==> src/rtl/lkm_pkg.sv <==
package lkm_pkg;
    localparam int CNT_W     = 5;
    localparam int REFL_W    = 3;
    localparam logic [CNT_W-1:0] CNT_MAX = '1;

    // saturating add of up to two events to the window count
    function automatic logic [CNT_W-1:0] sat_add(input logic [CNT_W-1:0] a,
                                                 input logic [1:0] b);
        logic [CNT_W:0] sum;
        sum = {1'b0, a} + {{(CNT_W-1){1'b0}}, b};
        return sum[CNT_W] ? CNT_MAX : sum[CNT_W-1:0];
    endfunction
endpackage

==> src/rtl/lkm_edge_sync.sv <==
module lkm_edge_sync #(
    parameter int WIDTH = 3
) (
    input  logic             clk,
    input  logic             rst_n,
    input  logic [WIDTH-1:0] raw_i,
    output logic [WIDTH-1:0] rise_o
);
    typedef struct packed {
        logic [WIDTH-1:0] meta;
        logic [WIDTH-1:0] sync;
        logic [WIDTH-1:0] prev;
    } st_t;

    st_t st_d, st_q;

    always_comb begin
        st_d      = st_q;
        st_d.meta = raw_i;
        st_d.sync = st_q.meta;
        st_d.prev = st_q.sync;
    end

    always_ff @(posedge clk or negedge rst_n) begin
        if (!rst_n) st_q <= '0;
        else        st_q <= st_d;
    end

    for (genvar i = 0; i < WIDTH; i++) begin : g_rise
        assign rise_o[i] = st_q.sync[i] & ~st_q.prev[i];
    end

    AST_RISE_ONE_CYCLE: assert property (@(posedge clk) disable iff (!rst_n)
        rise_o[0] |=> !rise_o[0]);
endmodule

==> src/rtl/lkm_ref_watch.sv <==
module lkm_ref_watch #(
    parameter int LINE_W  = 12,
    parameter int EXTRA_W = 12
) (
    input  logic                       clk,
    input  logic                       rst_n,
    input  logic                       edge_i,
    input  logic [LINE_W-1:0]          cfg_line_clks,
    input  logic [lkm_pkg::REFL_W-1:0] cfg_ref_lines,
    input  logic [EXTRA_W-1:0]         cfg_ref_extra,
    output logic                       ref_lost_o
);
    import lkm_pkg::*;

    typedef struct packed {
        logic [LINE_W-1:0]  line_cnt;
        logic [REFL_W-1:0]  lines;
        logic [EXTRA_W-1:0] ext_cnt;
        logic               lost;
    } st_t;

    st_t st_d, st_q;
    logic line_end;
    logic in_lines;

    assign line_end = (st_q.line_cnt == cfg_line_clks - LINE_W'(1)) || (cfg_line_clks == '0);
    assign in_lines = (st_q.lines != cfg_ref_lines);

    always_comb begin
        st_d = st_q;
        if (edge_i) begin
            st_d.line_cnt = '0;
            st_d.lines    = '0;
            st_d.ext_cnt  = '0;
            st_d.lost     = 1'b0;
        end else if (!st_q.lost) begin
            if (in_lines) begin
                if (line_end) begin
                    st_d.line_cnt = '0;
                    st_d.lines    = st_q.lines + REFL_W'(1);
                end else begin
                    st_d.line_cnt = st_q.line_cnt + LINE_W'(1);
                end
            end else if (st_q.ext_cnt == cfg_ref_extra) begin
                st_d.lost = 1'b1;
            end else begin
                st_d.ext_cnt = st_q.ext_cnt + EXTRA_W'(1);
            end
        end
    end

    always_ff @(posedge clk or negedge rst_n) begin
        if (!rst_n) begin
            st_q      <= '0;
            st_q.lost <= 1'b1;
        end else begin
            st_q <= st_d;
        end
    end

    assign ref_lost_o = st_q.lost;

    AST_EDGE_CLEARS_REF: assert property (@(posedge clk) disable iff (!rst_n)
        edge_i |=> !ref_lost_o);
    AST_REF_NEEDS_QUIET: assert property (@(posedge clk) disable iff (!rst_n)
        $rose(ref_lost_o) |-> !$past(edge_i));
endmodule

==> src/rtl/lkm_lock_judge.sv <==
module lkm_lock_judge #(
    parameter int WIN_W = 5
) (
    input  logic                      clk,
    input  logic                      rst_n,
    input  logic                      edge_i,
    input  logic                      up_i,
    input  logic                      dn_i,
    input  logic                      ref_lost_i,
    input  logic [WIN_W-1:0]          cfg_win_lines,
    input  logic [lkm_pkg::CNT_W-1:0] cfg_thresh,
    output logic                      lock_bad_o
);
    import lkm_pkg::*;

    typedef struct packed {
        logic [WIN_W-1:0] win;
        logic [CNT_W-1:0] cnt;
        logic             bad;
    } st_t;

    st_t st_d, st_q;
    logic [WIN_W-1:0] win_last;
    logic [CNT_W-1:0] total;
    logic             boundary;

    assign win_last = (cfg_win_lines == '0) ? '0 : cfg_win_lines - WIN_W'(1);
    assign total    = sat_add(st_q.cnt, {1'b0, up_i} + {1'b0, dn_i});
    assign boundary = !ref_lost_i && edge_i && (st_q.win == win_last);

    always_comb begin
        st_d = st_q;
        if (ref_lost_i) begin
            st_d.win = '0;
            st_d.cnt = '0;
            st_d.bad = 1'b1;
        end else if (boundary) begin
            st_d.win = '0;
            st_d.cnt = '0;
            st_d.bad = (total > cfg_thresh);
        end else begin
            st_d.cnt = total;
            if (edge_i) st_d.win = st_q.win + WIN_W'(1);
        end
    end

    always_ff @(posedge clk or negedge rst_n) begin
        if (!rst_n) begin
            st_q     <= '0;
            st_q.bad <= 1'b1;
        end else begin
            st_q <= st_d;
        end
    end

    assign lock_bad_o = st_q.bad;

    AST_HOLD_MID_WINDOW: assert property (@(posedge clk) disable iff (!rst_n)
        (!boundary && !ref_lost_i) |=> $stable(lock_bad_o));
    AST_NO_OVERFLOW: assert property (@(posedge clk) disable iff (!rst_n)
        (st_q.cnt == CNT_MAX && !boundary && !ref_lost_i) |=> (st_q.cnt == CNT_MAX));
    AST_REF_FORCES_BAD: assert property (@(posedge clk) disable iff (!rst_n)
        ref_lost_i |=> lock_bad_o);
endmodule

==> src/rtl/pll_lock_monitor.sv <==
module pll_lock_monitor #(
    parameter int LINE_W  = 12,
    parameter int EXTRA_W = 12,
    parameter int WIN_W   = 5
) (
    input  logic                        clk,
    input  logic                        rst_n,
    input  logic                        sync_in,
    input  logic                        corr_up,
    input  logic                        corr_dn,
    input  logic [LINE_W-1:0]           cfg_line_clks,
    input  logic [lkm_pkg::REFL_W-1:0]  cfg_ref_lines,
    input  logic [EXTRA_W-1:0]          cfg_ref_extra,
    input  logic [WIN_W-1:0]            cfg_win_lines,
    input  logic [lkm_pkg::CNT_W-1:0]   cfg_thresh,
    output logic                        ref_lost,
    output logic                        lock_lost
);
    localparam int N_IN = 3;

    logic [N_IN-1:0] rise;
    logic            ref_lost_w;
    logic            lock_bad_w;

    lkm_edge_sync #(.WIDTH(N_IN)) u_edges (
        .clk    (clk),
        .rst_n  (rst_n),
        .raw_i  ({corr_dn, corr_up, sync_in}),
        .rise_o (rise)
    );

    lkm_ref_watch #(.LINE_W(LINE_W), .EXTRA_W(EXTRA_W)) u_ref (
        .clk           (clk),
        .rst_n         (rst_n),
        .edge_i        (rise[0]),
        .cfg_line_clks (cfg_line_clks),
        .cfg_ref_lines (cfg_ref_lines),
        .cfg_ref_extra (cfg_ref_extra),
        .ref_lost_o    (ref_lost_w)
    );

    lkm_lock_judge #(.WIN_W(WIN_W)) u_lock (
        .clk           (clk),
        .rst_n         (rst_n),
        .edge_i        (rise[0]),
        .up_i          (rise[1]),
        .dn_i          (rise[2]),
        .ref_lost_i    (ref_lost_w),
        .cfg_win_lines (cfg_win_lines),
        .cfg_thresh    (cfg_thresh),
        .lock_bad_o    (lock_bad_w)
    );

    assign ref_lost  = ref_lost_w;
    assign lock_lost = lock_bad_w | ref_lost_w;

    AST_LOCK_FALLS_AT_EDGE: assert property (@(posedge clk) disable iff (!rst_n)
        $fell(lock_lost) |-> $past(rise[0]));
    AST_REF_IMPLIES_LOCK: assert property (@(posedge clk) disable iff (!rst_n)
        $rose(ref_lost) |=> lock_lost);
endmodule

==> config.mk <==
export PLATFORM = sky130hd
export DESIGN_NAME = pll_lock_monitor
export DESIGN_NICKNAME = d
export VERILOG_FILES = /design/src/rtl/lkm_pkg.sv /design/src/rtl/lkm_edge_sync.sv /design/src/rtl/lkm_ref_watch.sv /design/src/rtl/lkm_lock_judge.sv /design/src/rtl/pll_lock_monitor.sv
export SDC_FILE = /design/constraint.sdc
export NUM_CORES = 1
export LEC_CHECK = 0
export BUFFER_PORTS_ARGS = -buffer_cell sky130_fd_sc_hd__buf_2
export CAP_MARGIN = 20
export CORE_ASPECT_RATIO = 2
export CORE_MARGIN = 4
export CORE_UTILIZATION = 35
export DETAILED_ROUTE_END_ITERATION = 7
export PLACE_DENSITY = 0.62
export SLEW_MARGIN = 20
export SYNTH_ARGS = -nofsm -noshare
export SYNTH_HDL_FRONTEND = slang
export SYNTH_SLANG_ARGS = --single-unit
==> constraint.sdc <==
create_clock -name clk -period 2.9 [get_ports clk]
set_clock_uncertainty 0.05 [all_clocks]
set_input_delay 0.145 -clock clk [delete_from_list [all_inputs] [get_ports clk]]
set_output_delay 0.145 -clock clk [all_outputs]
set_load 0.01 [all_outputs]
# == Yosys cells after proc, flatten, opt, wreduce, memory -nomap -nowiden ==
# Index checks and enable logic that the tools add are counted.
# classes
add_sub_neg,8
reduce_logical,13
eq_ne,7
magnitude_cmp,1
muxes,14
bitwise_logic,7
# ops
operator,count
28-bit two-way mux,2
"12-bit by 1-bit adder with 12-bit output, second input constant",2
12-bit equality test,2
12-bit two-way mux,2
15-bit two-way mux,1
5-bit two-way mux,3
13-bit two-way mux,1
12-bit logical NOT,1
"12-bit by 1-bit subtractor with 12-bit output, second input constant",1
11-bit two-way mux,1
10-bit two-way mux,1
5-bit by 2-bit adder with 6-bit output,1
"2-bit by 1-bit != test with 1-bit output, second input constant",3
3-bit AND reduction,2
2-bit nonzero test,3
"5-bit by 1-bit adder with 5-bit output, second input constant",1
5-bit equality test,1
5-bit greater-than comparator,1
5-bit logical NOT,1
"5-bit by 1-bit subtractor with 5-bit output, second input constant",1
"3-bit by 1-bit adder with 3-bit output, second input constant",1
1-bit bitwise AND,3
3-bit two-way mux,1
3-bit != test,1
other kinds (9),13
# totals
output_inout_bits,2
elab_cells,60
reg_bits,48
input_bits,42

# == Longest topological paths before layout ==
# logic_depth
word_depth,8
ltp_mapped,13
depth_no_buf,13

# == Hierarchy ==
# Synthesis repeated with hierarchy kept, for this count alone.
# unflattened
cells_unflattened,354
hier_area_um2,3238.1
# modules_own_cells
mod,instances,cells_per_inst,seq_area_each_um2,area_per_inst_um2
lkm_ref_watch,1,233,701.9,2054.5
lkm_lock_judge,1,108,276.5,910.9
lkm_edge_sync,1,12,225.2,266.5
pll_lock_monitor,1,1,0.0,6.3

# == Least setup slack after synthesis ==
# Ideal clock, no wire load.
# synth_timing
path_kind,register to register
startpoint,register u_edges.st_q (netlist bit u_edges.st_d[1])
endpoint,register u_lock.st_q (netlist bit u_lock.lock_bad_o)
setup_ps,82
n_path_buf,0
path_stages_with_launch,13
path_slack_ps,114
period_less_slack_ps,2786
required_time_ps,2768
arrival_ps,2654
path_cell_list,dfrtp_1 > nor2b_1 > fa_1 > ha_1 > or2_2 > ha_1 > nor2b_1 > o21a_1 > o21ai_0 > nand2b_1 > a21oi_1 > a311oi_1 > a211o_1
# synth_between
elab_chain_len,7
# synth_lines
element,line,rtl
from (decl),lkm_edge_sync.sv:15,"st_t st_d, st_q;"
from (signal assigned),lkm_edge_sync.sv:26,else st_q <= st_d;
1-bit bitwise AND,lkm_edge_sync.sv:30,assign rise_o[i] = st_q.sync[i] & ~st_q.prev[i];
1-bit by 1-bit adder with 2-bit output,lkm_lock_judge.sv:28,"assign total = sat_add(st_q.cnt, {1'b0, up_i} + {1'b0, dn_i});"
5-bit by 2-bit adder with 6-bit output,lkm_pkg.sv:10,"sum = {1'b0, a} + {{(CNT_W-1){1'b0}}, b};"
5-bit two-way mux,lkm_pkg.sv:11,return sum[CNT_W] ? CNT_MAX : sum[CNT_W-1:0];
5-bit greater-than comparator,lkm_lock_judge.sv:40,st_d.bad = (total > cfg_thresh);
1-bit two-way mux,lkm_lock_judge.sv:37,end else if (boundary) begin
11-bit two-way mux,lkm_lock_judge.sv:33,if (ref_lost_i) begin
to (signal assigned),lkm_lock_judge.sv:52,st_q <= st_d;
to (decl),lkm_lock_judge.sv:22,"st_t st_d, st_q;"
# No other way between the ends. The select of a mux whose other input is x is not followed.
# A chain may end at the register's enable or synchronous reset.

# == Worst setup path after layout ==
# Same ends and word-level chain as after synthesis.

==> impl_metrics.csv <==
group,metric,value,unit
run_status,outcome,"completed",
synthesis,synth_top_area_cell,"dfrtp_1",
floorplanning,core_area,8710,um2
synthesis,netlist_area,3140,um2
pwr,ir_worst_vdd,0.000346,V
synthesis,synth_common_cells,"46 x dfrtp_1, 30 x nor2_1, 26 x a21oi_1",
global_routing,grt_max_degree,28,
synthesis,synthFlopType,"dfrtp_1",
worst_setup_path,r2r_slack,140,ps
cells_and_area,nets,453,
synthesis,synth.top_cell.area_share,36.6,%
sta,fmax,362,MHz
synthesis,synthSimpleGateAreaFrac,27.3,%
routing,drt_iter0_markers,135,
global_routing,grt-ovfl-total,0,
routing,routed_wl,7200,um
clock_tree,clk_path_buf_depth,2,
floorplanning,die_x,75.0,um
floorplanning,die_h,142,um
placement,dpl-instance-area,3510,um2
routing,routedWlPerCell,14.5,um
sta,hold_ws,297,ps
global_routing,grt_pass1_vias,2646,
synthesis,synth_area_leaders,"dfrtp_1 37%, xnor2_1 6.7%, xor2_1 6.7%, ha_1 5.2%, a21oi_1 4.1%",
pwr,p_clk_share,24.7,%
worst_setup_path,crit_path_cell_trace,"nor2b_2 -> fa_2 -> ha_1 -> or2_4 -> ha_4 -> nor2b_1 -> o21a_1 -> o21ai_1 -> nand2b_1 -> a21oi_2 -> a311oi_1 -> a211o_1",
worst_setup_path,end_kind,"flop",
cells_and_area,final_area,3730,um2
synthesis,syn_nets,400,
worst_setup_path,crit_buf_inv,0,
placement,hpwl,5510,um
clock_tree,path_clk_slew,60,ps
worst_setup_path,arrival,2930,ps
clock_tree,htree_levels,2,
placement,globalplace.congestion,0.831,
clock_tree,clock_latency,290,ps
worst_setup_path,reg2regPathDepth,12,
clock_tree,clock-sinks,48,
pwr,seq_power_share,40.8,%
floorplanning,num_rows,48,
sta,hold_viol_final,0,
synthesis,synth-seq-cells,48,
clock_tree,root_buffer,"clkbuf_16",
synthesis,async_reset_ff_share,100,%
synthesis,synth_most_common_cell,"dfrtp_1",
sta,slew_headroom,29.0,%
worst_hold_path,hold-path-endpoint,"u_edges.st_d[0]",
worst_setup_path,path_depth,12,
synthesis,synth_cells,344,
worst_setup_path,worstPathRequired,3060,ps
global_routing,antenna_found_initial,0,
pwr,internal-power,1580,uW
cells_and_area,n_antenna_cell,0,
cells_and_area,nFillCells,863,
worst_setup_path,critPathSlowestCell,"dfrtp_1",
worst_setup_path,rr_startpoint,"u_edges.st_d[1]",
floorplanning,dieArea,10700,um2
synthesis,synth_warnings,0,
worst_hold_path,hold_depth,0,
synthesis,synth_top_family_by_area,"simple AND/OR/NAND/NOR gates",
pwr,p_leak,0.00166,uW
routing,vias_per_cell,5.37,
sta,finalSetupViolations,0,
synthesis,syn_avg_cell_area,9.14,um2
cells_and_area,drive_gt1_share,18.6,%
worst_setup_path,start_kind,"flop",
routing,remaining_drc_errors,0,
worst_hold_path,hold_path.startpoint,"u_edges.st_d[3]",
cells_and_area,final_core_util,42.9,%
synthesis,synthMuxAreaShare,1.31,%
synthesis,seq_area_frac_synth,38.3,%
global_routing,grt_pass1_wl,12000,um
pwr,switching_share,34.5,%
pwr,powerDensity,647,nW/um2
sta,min_period,2760,ps
floorplanning,ios,44,
floorplanning,start_util,36.1,%
worst_hold_path,hp-class,"flop to flop",
clock_tree,cts_tree,"done",
routing,dr.pass1.iters,4,
worst_setup_path,path_max_fanout,3,
worst_setup_path,critical_path_class,"flop to flop",
pwr,power_frac_comb,34.6,%
synthesis,synth_xor_area_share,13.4,%
sta,worstMarginPinSlew,1060,ps
job,drv_cap,0,
pwr,finalPower,2420,uW
synthesis,synthAdderAreaFrac,5.81,%
routing,detail-route-antenna-nets,0,
synthesis,synth-compound-area-share,11.1,%
routing,num_vias,2669,
clock_tree,cts_buffers,5,
cells_and_area,syn2layout_area_growth,18.7,%
sta,finalMaxSlewViolations,0,
worst_setup_path,slowest_delay,380,ps
placement,port_buffers,43,
worst_setup_path,path_delay_family,"adder cells",
synthesis,synthDistinctLibCells,49,
sta,final.period_utilization,95.3,%
synthesis,synth_edf_count,0,
global_routing,grtUsageTotal,14.3,%
worst_setup_path,reg2reg_to,"u_lock.lock_bad_o",
pwr,switching_power,833,uW
worst max-delay path by stage:
stage / slack [ps] / startpoint / to
floorplan: 110 / u_edges.st_d[1] / u_lock.lock_bad_o
global placement: 10 / u_edges.st_d[1] / u_lock.lock_bad_o
detailed placement: -110 / u_edges.st_d[1] / u_lock.lock_bad_o
CTS: 20 / u_edges.st_d[1] / u_lock.lock_bad_o
global route: -40 / u_edges.st_d[1] / u_lock.lock_bad_o
finish: 140 / u_edges.st_d[1] / u_lock.lock_bad_o
power groups by stage:
stage                     Combinational [uW]  Sequential (uW)  Clock, uW
after floorplan                          592              952          0
after global placement                   762              991          0
after detailed placement                 800              994          0
after CTS                                821              984        618
after global routing                     965             1010        640
final                                    835              985        596
cells in the final DEF, fill, tap and decap left out, drive strengths merged, types with 4 or more instances in the layout:
| cell type | synthesis | final |
|---|---|---|
| a21oi | 26 | 26 |
| and3 | 13 | 13 |
| buf | 1 | 51 |
| clkbuf | 8 | 7 |
| dfrtp | 46 | 46 |
| dlygate4sd3 | 0 | 4 |
| ha | 13 | 13 |
| inv | 12 | 12 |
| nand2 | 21 | 21 |
| nand2b | 6 | 6 |
| nand3 | 17 | 17 |
| nand4 | 4 | 4 |
| nor2 | 30 | 30 |
| nor2b | 9 | 9 |
| nor3 | 18 | 18 |
| nor3b | 4 | 4 |
| nor4 | 11 | 11 |
| o21ai | 9 | 9 |
| or3 | 7 | 7 |
| xnor2 | 24 | 24 |
| xor2 | 24 | 24 |
through the flow:
step / std cells / setup WS [ps] / TNS (ps)
2_1_floorplan: 344 / 114 / 0
3_3_place_gp: 484 / 11.7 / 0
3_5_place_dp: 485 / -109 / -109
4_1_cts: 496 / 22.4 / 0
5_1_grt: 497 / -45.0 / -45.0
6_report: 497 / 135 / 0
registers in the layout (all words and copies together) (netlist names):
register	cells
u_edges.st_q	3
u_edges.st_d	6
u_lock.lock_bad_o	1
u_lock.st_q	10
u_ref.st_q	27
u_ref.ref_lost_o	1
repair_timing:
action | 4_1_cts | 5_1_grt
hold buffers | 4 | 0
endpoints found under the setup margin | 1 | 1
endpoints found under the hold margin | 23 | 0
pin swaps | 3 | 2
resized for setup | 4 | 2
buffers inserted | 0 | 1
metal layers:
| metal | vias to the layer above | routed length [um] | GRT usage (%) |
|---|---|---|---|
| met5 | - | 0 | 0 |
| met4 | 0 | 188 | 5.25 |
| met3 | 16 | 215 | 1.91 |
| met2 | 53 | 3980 | 26.3 |
| met1 | 1269 | 2820 | 16.1 |
| li1 | 1331 | - | - |
final cells by class:
type                    count  area [um2]  area share (%)
clock buffers               7         153            4.09
flip-flops and latches     48        1200            32.2
well taps                 100         125            3.35
multi-input cells         275        1880            50.3
repair buffers             55         328            8.78
inverters                  12        45.0            1.21
cells by family (layout without fill, tap and decap cells):
group                      count (synthesis)  in the layout
adders and majority gates                 14             14
and+or+nand+nor                          154            154
DFF                                       48             48
AOI/OAI and AO/OA                         55             55
xor gates and xnor gates                  48             48
buffers and inverters                     21             74
muxes                                      4              4
(Power assumes the default switching activity.)
